==> config.mk <==
export PLATFORM = sky130hd
export DESIGN_NAME = sync_serial_port
export DESIGN_NICKNAME = d
export VERILOG_FILES = /design/src/rtl/ssp_pkg.sv /design/src/rtl/ssp_clk_div.sv /design/src/rtl/ssp_edge_detect.sv /design/src/rtl/ssp_shift_engine.sv /design/src/rtl/sync_serial_port.sv
export SDC_FILE = /design/constraint.sdc
export NUM_CORES = 1
export LEC_CHECK = 0
export ABC_AREA = 1
export BUFFER_PORTS_ARGS = -buffer_cell sky130_fd_sc_hd__buf_4
export CORE_ASPECT_RATIO = 0.9
export CORE_UTILIZATION = 59
export DETAILED_ROUTE_END_ITERATION = 8
export PLACE_DENSITY = 0.79
export SLEW_MARGIN = 15
export SYNTH_ARGS = -nofsm -noshare
export SYNTH_HDL_FRONTEND = slang
export SYNTH_SLANG_ARGS = --single-unit
==> constraint.sdc <==
create_clock -name clk -period 1.8 [get_ports clk]
set_input_delay 0 -clock clk [delete_from_list [all_inputs] [get_ports clk]]
set_output_delay 0 -clock clk [all_outputs]
set_load 0.01 [all_outputs]
==> src/rtl/ssp_pkg.sv <==
package ssp_pkg;
   typedef enum logic [1:0] {
      ADDR_CTRL = 2'd0,
      ADDR_DIV  = 2'd1,
      ADDR_DATA = 2'd2,
      ADDR_STAT = 2'd3
   } ssp_addr_e;

   localparam int CTRL_MASTER = 0;
   localparam int CTRL_LSB    = 1;
   localparam int CTRL_IDLE   = 2;
   localparam int CTRL_BITS   = 3;

   localparam int STAT_FULL   = 0;
   localparam int STAT_OVR    = 1;
endpackage

==> src/rtl/ssp_clk_div.sv <==
// Master shift-clock generator: half period is half_div+1 system clocks.
module ssp_clk_div #(
   parameter int DIV_W = 8
) (
   input  logic             clk,
   input  logic             rst_n,
   input  logic             run,
   input  logic [DIV_W-1:0] half_div,
   output logic             sck,
   output logic             rise_p,
   output logic             fall_p
);
   logic [DIV_W-1:0] cnt_q;
   logic             sck_q;
   logic             tick;

   assign tick   = run && (cnt_q == half_div);
   assign fall_p = tick && sck_q;
   assign rise_p = tick && !sck_q;
   assign sck    = sck_q;

   always_ff @(posedge clk or negedge rst_n) begin
      if (!rst_n) begin
         cnt_q <= '0;
         sck_q <= 1'b1;
      end else if (!run) begin
         cnt_q <= '0;
         sck_q <= 1'b1;
      end else if (tick) begin
         cnt_q <= '0;
         sck_q <= !sck_q;
      end else begin
         cnt_q <= cnt_q + 1'b1;
      end
   end
endmodule

==> src/rtl/ssp_edge_detect.sv <==
// Synchroniser chain plus edge detector for the external shift clock.
module ssp_edge_detect #(
   parameter int STAGES = 2
) (
   input  logic clk,
   input  logic rst_n,
   input  logic line,
   output logic rise_p,
   output logic fall_p
);
   logic [STAGES-1:0] sync_q;
   logic              prev_q;

   always_ff @(posedge clk or negedge rst_n) begin
      if (!rst_n) begin
         sync_q <= '1;
         prev_q <= 1'b1;
      end else begin
         sync_q <= {sync_q[STAGES-2:0], line};
         prev_q <= sync_q[STAGES-1];
      end
   end

   assign rise_p = sync_q[STAGES-1] && !prev_q;
   assign fall_p = !sync_q[STAGES-1] && prev_q;
endmodule

==> src/rtl/ssp_shift_engine.sv <==
// Shift engine: loads on the first falling edge, shifts out on later
// falling edges, samples on rising edges, finishes on the W-th sample.
module ssp_shift_engine #(
   parameter int W = 8
) (
   input  logic         clk,
   input  logic         rst_n,
   input  logic         rise_p,
   input  logic         fall_p,
   input  logic         lsb_first,
   input  logic         idle_lvl,
   input  logic         sd_in,
   input  logic         load_pend,
   input  logic [W-1:0] load_data,
   output logic         busy,
   output logic         sd_out,
   output logic         load_take,
   output logic         done_p,
   output logic [W-1:0] done_data
);
   localparam int CNT_W = $clog2(W);
   localparam logic [CNT_W-1:0] LAST = CNT_W'(W - 1);

   logic [W-1:0]     tx_sh, rx_sh;
   logic [W-1:0]     load_val, load_rev, rx_next, rx_rev;
   logic [CNT_W-1:0] cnt_q;
   logic             busy_q;
   logic             start, shift, sample;

   assign load_val = load_pend ? load_data : {W{idle_lvl}};
   assign rx_next  = {rx_sh[W-2:0], sd_in};

   // Internal order is always MSB-first; reverse at both ends for LSB-first.
   for (genvar i = 0; i < W; i++) begin : g_rev
      assign load_rev[i] = load_val[W-1-i];
      assign rx_rev[i]   = rx_next[W-1-i];
   end

   assign start     = fall_p && !busy_q;
   assign shift     = fall_p && busy_q;
   assign sample    = rise_p && busy_q;
   assign done_p    = sample && (cnt_q == LAST);
   assign load_take = start && load_pend;
   assign done_data = lsb_first ? rx_rev : rx_next;
   assign busy      = busy_q;
   assign sd_out    = busy_q ? tx_sh[W-1] : idle_lvl;

   always_ff @(posedge clk or negedge rst_n) begin
      if (!rst_n) begin
         tx_sh  <= '0;
         rx_sh  <= '0;
         cnt_q  <= '0;
         busy_q <= 1'b0;
      end else begin
         if (start) begin
            tx_sh  <= lsb_first ? load_rev : load_val;
            busy_q <= 1'b1;
            cnt_q  <= '0;
         end else if (shift) begin
            tx_sh <= {tx_sh[W-2:0], idle_lvl};
         end
         if (sample) begin
            rx_sh <= rx_next;
            if (cnt_q == LAST) begin
               busy_q <= 1'b0;
               cnt_q  <= '0;
            end else begin
               cnt_q <= cnt_q + 1'b1;
            end
         end
      end
   end
endmodule

==> src/rtl/sync_serial_port.sv <==
module sync_serial_port
   import ssp_pkg::*;
#(
   parameter int DATA_W      = 8,
   parameter int DIV_W       = 8,
   parameter int SYNC_STAGES = 2
) (
   input  logic              clk,
   input  logic              rst_n,
   input  logic              bus_wr,
   input  logic              bus_rd,
   input  logic [1:0]        bus_addr,
   input  logic [DATA_W-1:0] bus_wdata,
   output logic [DATA_W-1:0] bus_rdata,
   input  logic              sck_i,
   output logic              sck_o,
   output logic              sck_oe,
   input  logic              sd_i,
   output logic              sd_o
);
   if (DATA_W < CTRL_BITS) begin : g_bad_width
      $error("DATA_W must hold the control fields");
   end
   if (DIV_W < 1 || DIV_W > DATA_W) begin : g_bad_div
      $error("DIV_W must be between 1 and DATA_W");
   end
   if (SYNC_STAGES < 2) begin : g_bad_sync
      $error("SYNC_STAGES must be at least 2");
   end

   logic              ctrl_master, ctrl_lsb, ctrl_idle;
   logic [DIV_W-1:0]  div_q;
   logic [DATA_W-1:0] tx_q, rx_q;
   logic              tx_pend, rx_full, rx_ovr;

   logic gen_sck, gen_rise, gen_fall, ext_rise, ext_fall;
   logic sel_rise, sel_fall, busy, load_take, done_p;
   logic [DATA_W-1:0] done_data;
   logic wr_ctrl, wr_div, wr_data, rd_clr, clk_run;

   assign wr_ctrl = bus_wr && (bus_addr == ADDR_CTRL);
   assign wr_div  = bus_wr && (bus_addr == ADDR_DIV);
   assign wr_data = bus_wr && (bus_addr == ADDR_DATA);
   assign rd_clr  = bus_rd && (bus_addr == ADDR_DATA);
   assign clk_run = ctrl_master && (tx_pend || busy);

   ssp_clk_div #(.DIV_W(DIV_W)) u_clk_div (
      .clk(clk), .rst_n(rst_n), .run(clk_run), .half_div(div_q),
      .sck(gen_sck), .rise_p(gen_rise), .fall_p(gen_fall)
   );

   ssp_edge_detect #(.STAGES(SYNC_STAGES)) u_edge (
      .clk(clk), .rst_n(rst_n), .line(sck_i),
      .rise_p(ext_rise), .fall_p(ext_fall)
   );

   assign sel_rise = ctrl_master ? gen_rise : ext_rise;
   assign sel_fall = ctrl_master ? gen_fall : ext_fall;

   ssp_shift_engine #(.W(DATA_W)) u_engine (
      .clk(clk), .rst_n(rst_n), .rise_p(sel_rise), .fall_p(sel_fall),
      .lsb_first(ctrl_lsb), .idle_lvl(ctrl_idle), .sd_in(sd_i),
      .load_pend(tx_pend), .load_data(tx_q), .busy(busy), .sd_out(sd_o),
      .load_take(load_take), .done_p(done_p), .done_data(done_data)
   );

   assign sck_o  = ctrl_master ? gen_sck : 1'b1;
   assign sck_oe = ctrl_master;

   always_ff @(posedge clk or negedge rst_n) begin
      if (!rst_n) begin
         ctrl_master <= 1'b0;
         ctrl_lsb    <= 1'b0;
         ctrl_idle   <= 1'b0;
         div_q       <= '0;
      end else begin
         if (wr_ctrl) begin
            ctrl_master <= bus_wdata[CTRL_MASTER];
            ctrl_lsb    <= bus_wdata[CTRL_LSB];
            ctrl_idle   <= bus_wdata[CTRL_IDLE];
         end
         if (wr_div) div_q <= bus_wdata[DIV_W-1:0];
      end
   end

   always_ff @(posedge clk or negedge rst_n) begin
      if (!rst_n) begin
         tx_q    <= '0;
         tx_pend <= 1'b0;
      end else if (wr_data) begin
         tx_q    <= bus_wdata;
         tx_pend <= 1'b1;
      end else if (load_take) begin
         tx_pend <= 1'b0;
      end
   end

   // A read in the same cycle as a completion lets the new byte in.
   always_ff @(posedge clk or negedge rst_n) begin
      if (!rst_n) begin
         rx_q    <= '0;
         rx_full <= 1'b0;
         rx_ovr  <= 1'b0;
      end else begin
         if (rd_clr) begin
            rx_full <= 1'b0;
            rx_ovr  <= 1'b0;
         end
         if (done_p) begin
            if (rx_full && !rd_clr) begin
               rx_ovr <= 1'b1;
            end else begin
               rx_q    <= done_data;
               rx_full <= 1'b1;
            end
         end
      end
   end

   always_comb begin
      bus_rdata = '0;
      case (ssp_addr_e'(bus_addr))
         ADDR_CTRL: begin
            bus_rdata[CTRL_MASTER] = ctrl_master;
            bus_rdata[CTRL_LSB]    = ctrl_lsb;
            bus_rdata[CTRL_IDLE]   = ctrl_idle;
         end
         ADDR_DIV:  bus_rdata[DIV_W-1:0] = div_q;
         ADDR_DATA: bus_rdata = rx_q;
         default: begin
            bus_rdata[STAT_FULL] = rx_full;
            bus_rdata[STAT_OVR]  = rx_ovr;
         end
      endcase
   end
endmodule

Word level (Yosys, flattened, before mapping)

Cells that the tools add are included.

Output and inout bits: 11
Input port bits: 16
Memories kept: 0
Logic and storage cells: 82
Memory bits (read-only): 0
Bits in latches: 0
Bits in writable memories: 0
Register bits after elaboration: 61

Add/subtract/negate cells: 2
Magnitude comparators: 0
Mux-type cells: 30
Divide/modulo/power cells: 0
Reductions and logical operators: 27
Shift-type cells: 0
Equality and inequality tests: 5
Multiply operators: 0
Bitwise gates (word level): 1

Operators with widths:

| operator                                       | count |
|---|---|
| 2-to-1 mux 8 bit                               | 7 |
| 2-to-1 mux 1 bit                               | 17 |
| logical AND 1 bit                              | 16 |
| case mux 5 bit (2 select lines)                | 1 |
| 2-to-1 mux 3 bit                               | 3 |
| adder 8 x 1 -> 8 bit (second input constant)   | 1 |
| == test 8 bit                                  | 1 |
| case mux 2 bit (3 select lines)                | 1 |
| nonzero test 2 bit                             | 3 |
| logical NOT 1 bit                              | 5 |
| adder 3 x 1 -> 3 bit (second input constant)   | 1 |
| == test 3 bit (second input constant)          | 1 |
| case mux 1 bit (3 select lines)                | 1 |
| == test 2 x 1 -> 1 bit (second input constant) | 1 |
| == test 2 bit (second input constant)          | 1 |
| logical NOT 2 bit                              | 1 |
| != test 2 bit (second input constant)          | 1 |
| AND reduction 2 bit                            | 1 |
| logical OR 1 bit                               | 1 |
| inverter 1 bit                                 | 1 |

Logic depth before layout (Yosys ltp)

Gate-level depths: netlist of run 1.

Word-level depth: 9
Depth in mapped cells: 12
Mapped depth without buffers: 12

By module

Synthesis of run 1 repeated with hierarchy kept, for this count alone.

Cell total of the unflattened synthesis: 392
Area, all modules: 3304.4 µm²

By module, submodules not included:

| module           | area an instance (µm²) | cells each | times used | sequential area each (µm²) |
|---|---|---|---|---|
| sync_serial_port | 1500.2                 | 171        | 1          | 750.7 |
| ssp_shift_engine | 1153.6                 | 144        | 1          | 475.5 |
| ssp_clk_div      | 556.8                  | 70         | 1          | 226.5 |
| ssp_edge_detect  | 93.8                   | 7          | 1          | 78.8 |

Worst setup path before layout of run 1

No wires, ideal clock.

Path type: reg-to-reg
Start point: register u_clk_div.cnt_q[6]
End point: register u_engine.cnt_q[0]
Path slack: 0.344 ns
Clock period less this slack: 1.456 ns
Buffers on the path: 1
Stages on the path, launching flop included: 12
Data arrival time: 1.338 ns
Setup time: 0.117 ns
Data required time: 1.683 ns
Cells stage by stage: dfrtp_1 > nand2_1 > nand2_1 > nor2_1 > nand2_1 > nor2_2 > nand3_2 > nand2_2 > nand2_2 > buf_6 > nand3_1 > nand2_1

Word-level cells in the longest chain between the ends: 6
Elaborated cells on any way between the ends: 10
Those cells by class: eq/ne (1); mux (3); reduce/logical (6)

Ends and longest elaborated chain:

| what                                                   | line                                           | source |
|---|---|---|
| from (decl)                                            | ssp_clk_div.sv:13                              | `logic [DIV_W-1:0] cnt_q;` |
| from (signal assigned)                                 | ssp_clk_div.sv:33                              | `cnt_q <= cnt_q + 1'b1;` |
| == test 8 bit *                                        | ssp_clk_div.sv:17                              | `assign tick = run && (cnt_q == half_div);` |
| logical AND 1 bit *                                    | ssp_clk_div.sv:17                              |  |
| logical AND 1 bit (on tied branches)                   | ssp_clk_div.sv:19, ssp_clk_div.sv:18           |  |
| 2-to-1 mux 1 bit (on tied branches)                    | sync_serial_port.sv:57, sync_serial_port.sv:58 |  |
| logical AND 1 bit (on tied branches)                   | ssp_shift_engine.sv:41, ssp_shift_engine.sv:39 |  |
| 2-to-1 mux 3 bit or nonzero test 2 bit (tied branches) | -                                              |  |
| to (signal assigned)                                   | ssp_shift_engine.sv:68                         | `cnt_q <= cnt_q + 1'b1;` |
| to (decl)                                              | ssp_shift_engine.sv:26                         | `logic [CNT_W-1:0] cnt_q;` |

Mark *: on every way between the ends. The rest lies on a longest branch, timed or not.
A chain may end at the register's enable or synchronous reset.

Worst setup path in the final report of run 1

Start point: register u_clk_div.cnt_q[0]
End point: register u_engine.tx_sh[1]

Word-level cells in the longest chain between the ends: 6
Elaborated cells on any way between the ends: 8
Those cells by class: eq/ne (1); mux (2); reduce/logical (5)

Ends and longest elaborated chain:

| what                                                   | line                                           | source |
|---|---|---|
| == test 8 bit *                                        | ssp_clk_div.sv:17                              |  |
| logical AND 1 bit *                                    | ssp_clk_div.sv:17                              |  |
| logical AND 1 bit *                                    | ssp_clk_div.sv:18                              | `assign fall_p = tick && sck_q;` |
| 2-to-1 mux 1 bit *                                     | sync_serial_port.sv:58                         | `assign sel_fall = ctrl_master ? gen_fall : ext_fall;` |
| logical AND 1 bit (on tied branches)                   | ssp_shift_engine.sv:39, ssp_shift_engine.sv:40 |  |
| 2-to-1 mux 8 bit or nonzero test 2 bit (tied branches) | -                                              |  |
| to (signal assigned)                                   | ssp_shift_engine.sv:56                         | `tx_sh <= lsb_first ? load_rev : load_val;` |
| to (signal assigned)                                   | ssp_shift_engine.sv:60                         | `tx_sh <= {tx_sh[W-2:0], idle_lvl};` |
| to (decl)                                              | ssp_shift_engine.sv:24                         | `logic [W-1:0] tx_sh, rx_sh;` |

Marked as above.

==> results by group, run 1 <==
Critical path
  – CP Max Fanout: 11
  – Crit path capture type: register
  – Critical Path Source Type: register
  – Worst path required time: 2050 ps
  – Crit path DAT: 1990 ps
  – Kind of critical path: register to register

Layout
  – Post-route insts no fill: 527
  – Ant diodes: 0
  – Share of layout cells above drive strength 1: 16.5%
  – Final #Nets: 480
  – Area grow syn2layout: 19.3%

Global route
  – Gr usage total: slightly below 30%
  – Routing usage on met3: 9.68%
  – Vias in the first global route: 2576
  – Global route hottest layer: met2
  – Initial antenna violation count: 0
  – M1 GR Usage: 40.4%
  – Grt met2 use: 43.5%
  – First-pass GRT wire length: around 12000 um
  – Largest net degree at the start of global routing: 62
  – GRT Residual Overflow: 0

Floorplanning
  – Die H: 71.4 um
  – Die area: 5650 sq um
  – Row count: 24
  – # IOs: 27
  – Initial core utilization: 63.4%
  – Die width: just under 80 um
  – Core region area: 4980 sq um

Logic synthesis
  – Fraction of registers with async set/reset: 100%
  – Mapped Cells: 413
  – Largest area contributor in the netlist: dfrtp_1
  – Post-synth net total: 436
  – Synth top area share: roughly 45%
  – Syn. warnings: 0
  – Synth Cell Area: 3160 sq um
  – Synth top area cells: dfrtp_1 45%, nand2_1 17%, o21ai_0 7.6%
  – Post-synth EDFFs: 0
  – Synth Area per Inst: 7.65 sq um
  – Commonest cells post-synth: 143 x nand2_1, 57 x dfrtp_1, 52 x inv_1, 48 x o21ai_0, 22 x nor2_1
  – Register bit total from synthesis: about 60
  – Netlist cell types: 28
  – Main flop type after synthesis: dfrtp_1
  – Seq/Total Area, Yosys: 48.5%
  – Most frequent cell after synthesis: nand2_1

Placed design
  – Placer congestion estimate: 0.880
  – Buffers added on ports: 26
  – Detail Placement HPWL: about 5000 um
  – Placed cells: 497

Clock network
  – CTS clk-pin slew, worst paths: 70 ps
  – H-Tree Depth: 3
  – Skew-Pair Late Insertion Delay: ~350 ps
  – CTS Buf Count: 9
  – CTS tree: done
  – Clk sink count: 61
  – CTS max path bufs: 2
  – Clock root buffer master: clkbuf_8

Hold path
  – Worst min path class: input pin to register

Power and ir drop
  – Part of the power in registers: ~45%
  – Worst VDD drop: around 670 uV
  – Internal power: 0.00280 W
  – LEAKAGE: 1.90 nW
  – Clock Power Share: approximately 29%
  – Sw Ratio: between 30% and 40%
  – P_sw: 0.00146 W
  – PwrDens: about 1100 nW/um^2
  – Gate power share: 26.2%

STA
  – Final period util: a little over nine tenths
  – Fin crit period: 1740 ps
  – Final setup fails: 0
  – Layout Skew: 10.0 ps
  – Final-report max-slew violation count: 0
  – Actual slew at the worst max-slew pin: 752 ps
  – F_max: 576 MHz
  – Final Hold Vio Count: 0
  – RSZ-0062 raised after global routing: true
  – Slew HR: about half
  – Final setup TNS: 0 ps

Detailed routing
  – Post-route DRC: 0
  – Routed vias: 2814
  – TritonRoute pass-1 iters: 5
  – Routed WL: between 7000 and 8000 um
  – DR WL/cell: about 14 um
  – Post-DRT Antenna Nets: 0
  – Drt initial violations: 188
  – Vias per cell: 5.34

Status
  – Outcome: finished, final reports clean

Run
  – MaxCap Viol Count: 0
-- path summary, 6_finish.rpt --
path	endpoint	cells after the start	startpoint	slack, ps
worst max register to register	u_engine.tx_sh[1]	11	u_clk_div.cnt_q[0]	60
worst min register to register	u_edge.sync_q[1]	0	u_edge.sync_q[0]	370
worst max-delay path	u_engine.tx_sh[1]	11	u_clk_div.cnt_q[0]	60
worst min-delay path	ctrl_idle	3	bus_wr	70
max in group asynchronous	u_engine.cnt_q[1]	2	rst_n	1040
min in group asynchronous	div_q[2]	2	rst_n	260
-- worst max-delay path, cell delays in order (launching register included) --
cell and delay (ps):
dfrtp_1 400, inv_1 70, nand2_1 60, nand2_1 50
nor2_1 140, nand2_1 100, nor2_2 120, nand2_1 120
o21ai_4 280, buf_6 180, nand2_1 50, o21ai_0 80
-- area by class of cell --
type                       instances  area (sq um)
fill                             372          1210
inverter                          57           214
multi-input combinational        280          1350
clock inverter                     6          62.6
timing repair buffer              48           394
clock buffer                      10           138
tap                               65          81.3
sequential                        61          1530
-- sequential cells by signal, indices dropped and copies added, names as in the netlist --
signal	flops
u_clk_div.cnt_q	8
u_edge.sync_q	2
rx_q	8
ctrl_lsb	1
u_clk_div.sck	1
u_edge.prev_q	1
u_engine.cnt_q	3
tx_pend	1
u_engine.tx_sh	8
sck_oe	1
u_engine.busy	1
ctrl_idle	1
div_q	8
tx_q	8
u_engine.rx_sh	7
rx_full	1
rx_ovr	1
-- power by group through the flow --
stage | clock, W | sequential (W) | combinational (W)
floorplan | 0 | 0.00186 | 0.000789
global placement | 0 | 0.00192 | 0.00101
detailed placement | 0 | 0.00193 | 0.00106
CTS | 0.00124 | 0.00191 | 0.00109
global route | 0.00130 | 0.00195 | 0.00128
finish | 0.00123 | 0.00191 | 0.00111
-- metal layers --
| layer | vias up | share of wire (%) | routed length, um |
|---|---|---|---|
| li1 | 1394 | - | - |
| met3 | 13 | 6.3 | 459 |
| met1 | 1311 | 46 | 3370 |
| met5 | - | 0 | 0 |
| met4 | 0 | 1.3 | 96 |
| met2 | 96 | 46 | 3330 |
-- metrics by stage --
stage	area, sq um	total power, W	setup slack (ps)	hold slack [ps]	utilization, %
finish	3770	0.00426	64.3	73.8	75.6
global route	3770	0.00453	-108	109	75.6
CTS	3730	0.00425	82.2	69.3	74.9
detailed placement	3410	0.00299	98.7	110	68.5
global placement	3410	0.00293	134	109	68.5
floorplan	3160	0.00265	344	-296	-
-- logic make-up after synthesis --
group,after synthesis,share of synthesized area [%]
flip-flops,61,48.5
AND/OR/NAND/NOR,188,24.1
buffers and inverters,72,9.35
AO/OA/AOI/OAI,84,15.0
adder cells (fa/ha/maj),7,2.77
XOR/XNOR,1,0.277
-- repair_timing --
action | 4_1_cts | 5_1_grt
hold buffers | 12 | 0
setup endpoints to repair | 0 | 26
endpoints found under the hold margin | 79 | 0
setup buffers | 0 | 2
gates resized for setup | 0 | 5
-- placed cells by master, fill, tap and decap left out --
cell type	n
o21ai_0	48
clkbuf_8	10
inv_2	5
clkinvlp_4	3
a21oi_2	1
inv_1	51
o211ai_1	2
ha_1	7
nor2_1	22
nor3_1	4
xor2_1	1
o21ai_2	7
dfrtp_1	57
a22oi_1	2
nand2_4	1
clkinv_1	1
nand3_2	1
nand3_1	6
buf_6	1
nor2_2	1
dfstp_2	4
buf_4	35
a31oi_1	3
nand4_4	1
bufinv_16	1
clkinv_2	2
o21ai_4	1
nand2_1	142
a21oi_1	18
nand2_2	2
dlygate4sd3_1	12
nand4_1	8
o21ai_1	2
No activity file was read; power rests on OpenSTA's default activity.
==> run 2, diff against run 1 <==
--- a/config.mk
+++ b/config.mk
@@ -5,12 +5,10 @@
 export SDC_FILE = /design/constraint.sdc
 export NUM_CORES = 1
 export LEC_CHECK = 0
-export ABC_AREA = 1
 export BUFFER_PORTS_ARGS = -buffer_cell sky130_fd_sc_hd__buf_4
 export CORE_ASPECT_RATIO = 0.9
-export CORE_UTILIZATION = 59
+export CORE_UTILIZATION = 45
 export DETAILED_ROUTE_END_ITERATION = 8
-export PLACE_DENSITY = 0.79
 export SLEW_MARGIN = 15
 export SYNTH_ARGS = -nofsm -noshare
 export SYNTH_HDL_FRONTEND = slang
==> results by group, run 2 <==
Logic synthesis
  – Synth top area cells: dfrtp_1 42%, mux2_2 9.2%, mux2i_1 7.3%
  – Synth top area share: 41.6% (-3.6 points)
  – Post-synth EDFFs: 0 (unchanged)
  – Syn. warnings: 0 (unchanged)
  – Largest area contributor in the netlist: dfrtp_1
  – Commonest cells post-synth: 57 x dfrtp_1, 28 x mux2_2, 25 x mux2i_1, 23 x o211ai_1, 21 x nand3_1
  – Synth Cell Area: 3430 sq um (+8.6%)
  – Seq/Total Area, Yosys: 44.7% (-3.8 points)
  – Post-synth net total: 340 (-22%)
  – Main flop type after synthesis: dfrtp_1
  – Register bit total from synthesis: 61 (unchanged)
  – Most frequent cell after synthesis: dfrtp_1
  – Fraction of registers with async set/reset: 100% (unchanged)
  – Netlist cell types: 44 (+57%)
  – Mapped Cells: 317 (-23%)
  – Synth Area per Inst: 10.8 sq um (+41%)

STA
  – Final setup fails: 0 (unchanged)
  – Final-report max-slew violation count: 0 (unchanged)
  – F_max: 566 MHz (-1.8%)
  – Slew HR: 47.3% (-2.6 points)
  – Fin crit period: 1770 ps (+31.9 ps)
  – Actual slew at the worst max-slew pin: 790 ps (+38.5 ps)
  – Layout Skew: 7.25 ps (-2.78 ps)
  – Setup ws final: 32.3 ps (-31.9 ps)
  – Hold WS: 94.5 ps (+20.7 ps)
  – RSZ-0062 raised after global routing: true
  – Final period util: 98.2% (+1.8 points)
  – Final Hold Vio Count: 0 (unchanged)

Detailed routing
  – Vias per cell: 5.68 (+6.3%)
  – Routed vias: 2737 (-2.7%)
  – Drt initial violations: 112 (-40%)
  – DR WL/cell: 17.6 um (+28%)
  – Post-DRT Antenna Nets: 0 (unchanged)
  – Routed WL: 8470 um (+17%)
  – Post-route DRC: 0 (unchanged)
  – TritonRoute pass-1 iters: 4 (-1)

Clock network
  – Skew-Pair Late Insertion Delay: 350 ps (about the same)
  – CTS clk-pin slew, worst paths: 70 ps (about the same)
  – Clk sink count: 61 (unchanged)
  – Clock root buffer master: clkbuf_8
  – CTS tree: done
  – H-Tree Depth: 3 (unchanged)
  – CTS max path bufs: 2 (unchanged)
  – CTS Buf Count: 9 (unchanged)

Critical path
  – Critical path, cell by cell: or3b_4 > or2_4 > buf_12 > o311a_1 > nand3_1
  – Top Family by Delay on Critical Path: simple AND/OR/NAND/NOR gates
  – Flop2flop setup slack: 30 ps (-30 ps)
  – Crit path capture type: register
  – Kind of critical path: register to register
  – Max stage delay on crit path: 540 ps (+140 ps)
  – Crit path DAT: 2050 ps (+60 ps)
  – Worst path required time: 2080 ps (+30 ps)
  – CP Max Fanout: 16 (+5)
  – Reg2reg path depth: 5 (-6)
  – Critical Path Source Type: register
  – Worst path bufs/invs: 1 (-1)
  – Critical path's slowest cell: dfstp_2
  – FF-to-FF Start: u_edge.sync_q[1]
  – RR Endpoint: rx_q[3]

Layout
  – Commonest non-fill, non-tap cells in the layout: 62 x buf_4, 57 x dfrtp_1, 28 x mux2_2
  – Ant diodes: 0 (unchanged)
  – Final #Nets: 407 (-15%)
  – Leading cell type in the layout, fill and taps excluded: buf_4
  – Share of layout cells above drive strength 1: 30.6% (+14 points)
  – Post-route insts no fill: 482 (-8.5%)
  – Area grow syn2layout: 25.5%

Power and ir drop
  – LEAKAGE: 1.91 nW (+0.57%)
  – PwrDens: 1240 nW/um^2 (+10%)
  – Overall power: 0.00535 W (+26%)
  – Worst VDD drop: 608 uV (-8.8%)

Floorplanning
  – Die width: 94.0 um (+19%)
  – Initial core utilization: 47.5% (-16 points)
  – # IOs: 27 (unchanged)
  – Die H: 84.8 um (+19%)
  – Core region area: 7220 sq um (+45%)
  – Die area: 7970 sq um (+41%)
  – Row count: 29 (+21%)

Global route
  – Vias in the first global route: 2756 (+7.0%)
  – Largest net degree at the start of global routing: 62 (unchanged)
  – GRT Residual Overflow: 0 (unchanged)
  – Grt met2 use: 35.4% (-8.1 points)
  – First-pass GRT wire length: 14200 um (+18%)
  – Routing usage on met3: 4.84% (-4.8 points)
  – Global route hottest layer: met2
  – M1 GR Usage: 34.7% (-5.7 points)
  – Gr usage total: 23.9% (-4.9 points)
  – Initial antenna violation count: 0 (unchanged)

Run
  – MaxCap Viol Count: 0 (unchanged)

Placed design
  – Placer congestion estimate: 0.787 (-11%)
  – Buffers added on ports: 26 (unchanged)
  – Dpl ws: -74.2 ps (-173 ps)
  – Detail Placement HPWL: 5960 um (+16%)
  – Placed cells: 453 (-8.9%)

Hold path
  – Hold depth: 3 (unchanged)
  – Hold path endpoint: ctrl_lsb
  – Worst min path class: input pin to register
  – Hold Startpoint: bus_wr

Status
  – Outcome: finished, final reports clean
==> run 2: changes by cell type after synthesis, sizes merged, moves of 7 or more <==
cell    delta
a21oi     -19
inv       -41
mux2      +28
mux2i     +25
nand2    -125
nand3     +14
nand4      -7
nor2      -19
nor3      +15
o211ai    +21
o21ai     -55
o311a      +8
xnor2      +9
==> run 2: power by group <==
| part | switching [W] | internal, W |
|---|---|---|
| registers | 0.000235 | 0.00170 |
| clock network | 0.000548 | 0.000851 |
| logic | 0.00103 | 0.000994 |
==> run 2: worst max-delay path by stage <==
| stage | start | endpoint | slack, ps | cells after the start |
|---|---|---|---|---|
| 2_1_floorplan | sck_oe | rx_q[6] | -140 | 8 |
| 3_3_place_gp | u_clk_div.cnt_q[6] | u_engine.rx_sh[6] | -40 | 4 |
| 4_1_cts | u_edge.sync_q[1] | rx_q[4] | 3 | 5 |
| 5_1_grt | u_edge.sync_q[1] | rx_q[4] | -20 | 5 |
| 6_report | u_edge.sync_q[1] | rx_q[3] | 30 | 5 |
| 3_5_place_dp | u_clk_div.cnt_q[6] | u_engine.rx_sh[1] | -70 | 4 |
==> run 2: timing repair <==
| action | 4_1_cts | 5_1_grt |
|---|---|---|
| endpoints found under the hold margin | 79 | 0 |
| endpoints found under the setup margin | 15 | 11 |
| hold buffers | 12 | 0 |
| pin swaps | 0 | 3 |
| setup buffers | 0 | 1 |
| resized for setup | 3 | 0 |
==> run 2: through the flow <==
stage / setup TNS (ps) / area, sq um / util (%)
after CTS: 0 / 4280 / 59.3
final: 0 / 4300 / 59.6
after global placement: -298 / 3930 / 54.4
after floorplan: -422 / 3430 / -
after detailed placement: -518 / 3930 / 54.4
after global routing: -47.5 / 4300 / 59.6
==> run 2: cell type report <==
cell class	count	area, sq um
sequential	61	1530
fill	625	2920
timing repair buffer	76	626
clock buffer	12	155
tap	93	116
inverter	15	56.3
multi-input combinational	221	1750
clock inverter	4	70.1
==> run 2: cell families after synthesis <==
kind of cell    Yosys count  share of synthesized area (%)
buf+inv                  35                           4.82
xor+xnor                 14                           3.58
mux                      54                           17.1
flops                    61                           44.7
fa+ha+maj                 7                           2.55
compound gates           57                           13.8
simple gates             89                           13.5
==> run 2: per-layer routing <==
layer  part of all wire (%)  vias to the layer above
li1                       -                     1314
met1                     50                     1356
met2                     45                       58
met3                    3.4                        9
met4                    1.4                        0
met5                      0                        -
==> run 2: tightest hold or removal path, delay by kind of cell <==
kind | cells | cell delay, ps
AND/OR/NAND/NOR | 1 | 120
multiplexers | 1 | 160
buffers and inverters | 1 | 120
==> run 3, diff against run 2 <==
--- a/config.mk
+++ b/config.mk
@@ -5,10 +5,11 @@
 export SDC_FILE = /design/constraint.sdc
 export NUM_CORES = 1
 export LEC_CHECK = 0
-export BUFFER_PORTS_ARGS = -buffer_cell sky130_fd_sc_hd__buf_4
+export BUFFER_PORTS_ARGS = -buffer_cell sky130_fd_sc_hd__buf_2
 export CORE_ASPECT_RATIO = 0.9
 export CORE_UTILIZATION = 45
 export DETAILED_ROUTE_END_ITERATION = 8
+export GPL_ROUTABILITY_DRIVEN = 0
 export SLEW_MARGIN = 15
 export SYNTH_ARGS = -nofsm -noshare
 export SYNTH_HDL_FRONTEND = slang
==> results by group, run 3 (synthesized netlist as in run 2, its figures left out) <==
STA
  – Final setup TNS: 0 ps (unchanged)
  – Hold WS: 94.5 ps (+0.0701 ps)
  – Fin crit period: 1770 ps (-1.66 ps)
  – F_max: 566 MHz (about the same)
  – RSZ-0062 raised after global routing: true
  – Final Hold Vio Count: 0 (unchanged)
  – Layout Skew: 15.1 ps (+7.86 ps)
  – Slew HR: 69.5% (+22 points)
  – Final setup fails: 0 (unchanged)
  – Actual slew at the worst max-slew pin: 458 ps (-332 ps)
  – Final-report max-slew violation count: 0 (unchanged)
  – Final period util: 98.1% (about the same)

Floorplanning
  – Die width: 94.0 um (unchanged)
  – Initial core utilization: 47.5% (unchanged)
  – Row count: 29 (unchanged)
  – # IOs: 27 (unchanged)
  – Die H: 84.8 um (unchanged)
  – Die area: 7970 sq um (unchanged)
  – Core region area: 7220 sq um (unchanged)

Critical path
  – Top Family by Delay on Critical Path: simple AND/OR/NAND/NOR gates
  – Kind of critical path: register to register
  – Worst path required time: 2080 ps (about the same)
  – Critical path's slowest cell: dfstp_2
  – Max stage delay on crit path: 540 ps (about the same)
  – Reg2reg path depth: 5 (unchanged)
  – Crit path capture type: register
  – Critical path, cell by cell: or3b_4 > or2_4 > buf_12 > o311a_1 > nand3_1
  – Worst path bufs/invs: 1 (unchanged)
  – FF-to-FF Start: u_edge.sync_q[1]
  – RR Endpoint: rx_q[3]
  – Flop2flop setup slack: 30 ps (about the same)
  – Setup crit start: u_edge.sync_q[1]
  – Critical Path Source Type: register
  – CP Max Fanout: 16 (unchanged)
  – Crit path DAT: 2040 ps (about the same)

Power and ir drop
  – PwrDens: 1230 nW/um^2 (-1.1%)
  – Worst VDD drop: 634 uV (+4.1%)
  – LEAKAGE: 1.88 nW (-1.4%)

Layout
  – Fillcell total: 645 (+3.2%)
  – Area grow syn2layout: 23.2%
  – Share of layout cells above drive strength 1: 31.1% (+0.51 points)
  – Post-route insts no fill: 482 (unchanged)
  – Ant diodes: 0 (unchanged)
  – Area of the multi-input gates: 1750 sq um (+0.29%)
  – Finished Core Util: 58.5% (-1.1 points)
  – Register area: 1530 sq um (unchanged)
  – Final #Nets: 407 (unchanged)
  – Commonest non-fill, non-tap cells in the layout: 57 x dfrtp_1, 36 x buf_4, 28 x mux2_2
  – Leading cell type in the layout, fill and taps excluded: dfrtp_1

Hold path
  – Hold path endpoint: ctrl_lsb
  – Hold Startpoint: bus_wr
  – Worst min path class: input pin to register
  – Hold depth: 3 (unchanged)

Global route
  – First-pass GRT wire length: 14100 um (-0.63%)
  – Largest net degree at the start of global routing: 62 (unchanged)
  – Initial antenna violation count: 0 (unchanged)
  – Gr usage total: 23.5% (-0.42 points)
  – Vias in the first global route: 2656 (-3.6%)
  – GRT Residual Overflow: 0 (unchanged)

Clock network
  – H-Tree Depth: 3 (unchanged)
  – Clk sink count: 61 (unchanged)
  – CTS clk-pin slew, worst paths: 80 ps (about the same)
  – CTS Buf Count: 9 (unchanged)
  – Clock root buffer master: clkbuf_8
  – CTS tree: done
  – CTS max path bufs: 2 (unchanged)
  – Skew-Pair Late Insertion Delay: 350 ps (about the same)

Placed design
  – Detail Placement HPWL: 5990 um (+0.39%)
  – Placed cells: 454 (+0.22%)
  – Buffers added on ports: 26 (unchanged)

Detailed routing
  – Post-route DRC: 0 (unchanged)
  – TritonRoute pass-1 iters: 4 (unchanged)
  – Vias per cell: 5.72 (+0.73%)
  – Routed vias: 2757 (+0.73%)
  – Routed WL: 8440 um (-0.33%)
  – DR WL/cell: 17.5 um (-0.33%)
  – Post-DRT Antenna Nets: 0 (unchanged)
  – Drt initial violations: 147 (+31%)

Run
  – MaxCap Viol Count: 0 (unchanged)

Status
  – Outcome: finished, final reports clean
[run 3: worst max path at each step]
stage / end / depth (start not counted) / slack, ps
2_1_floorplan: rx_q[6] / 8 / -140
3_3_place_gp: u_engine.rx_sh[6] / 4 / -70
3_5_place_dp: u_engine.rx_sh[2] / 4 / -110
4_1_cts: rx_q[3] / 5 / 9
5_1_grt: rx_q[2] / 5 / -10
6_report: rx_q[3] / 5 / 30
[run 3: area by class of cell]
type                            count  share of cell area, %
Multi-Input combinational cell    221                   41.5
Sequential cell                    61                   36.2
Timing Repair Buffer               76                   13.3
Clock buffer                       10                   3.26
Tap cell                           93                   2.75
Clock inverter                      6                   1.66
Inverter                           15                   1.33
[run 3: per-stage QoR]
step                      cell area [sq um]  worst slack [ps]  power (W)
after floorplan                        3430              -142    0.00323
after global placement                 3880             -74.6    0.00386
after detailed placement               3880              -112    0.00390
after CTS                              4220              8.95    0.00522
after global routing                   4230             -12.9    0.00553
final                                  4230              34.0    0.00520
[run 3: tightest hold or removal path: cells and delay by family]
| family | cells | cell delay, ps |
|---|---|---|
| muxes | 1 | 170 |
| buffers and inverters | 1 | 120 |
| and+or+nand+nor | 1 | 130 |
[run 3: where the power goes]
group / total (W) / switching (W) / leakage, nW / internal [W]
clock: 0.00128 / 0.000593 / 0.107 / 0.000689
combinational: 0.00199 / 0.00103 / 1.07 / 0.000955
sequential: 0.00193 / 0.000231 / 0.699 / 0.00170
[run 3: repair_timing]
item	4_1_cts	5_1_grt
setup buffers	0	0
gates resized for setup	3	1
hold endpoints to repair	83	0
hold buffers	12	0
pin swaps	0	1
setup endpoints to repair	15	9
[run 3: metal layers]
metal | global-route usage, % | part of all wire [%] | up-vias
li1 | - | - | 1322
met1 | 34.9 | 49 | 1346
met3 | 6.00 | 5.2 | 14
met4 | 6.99 | 1.8 | 0
met2 | 33.7 | 44 | 75
met5 | 0 | 0 | -
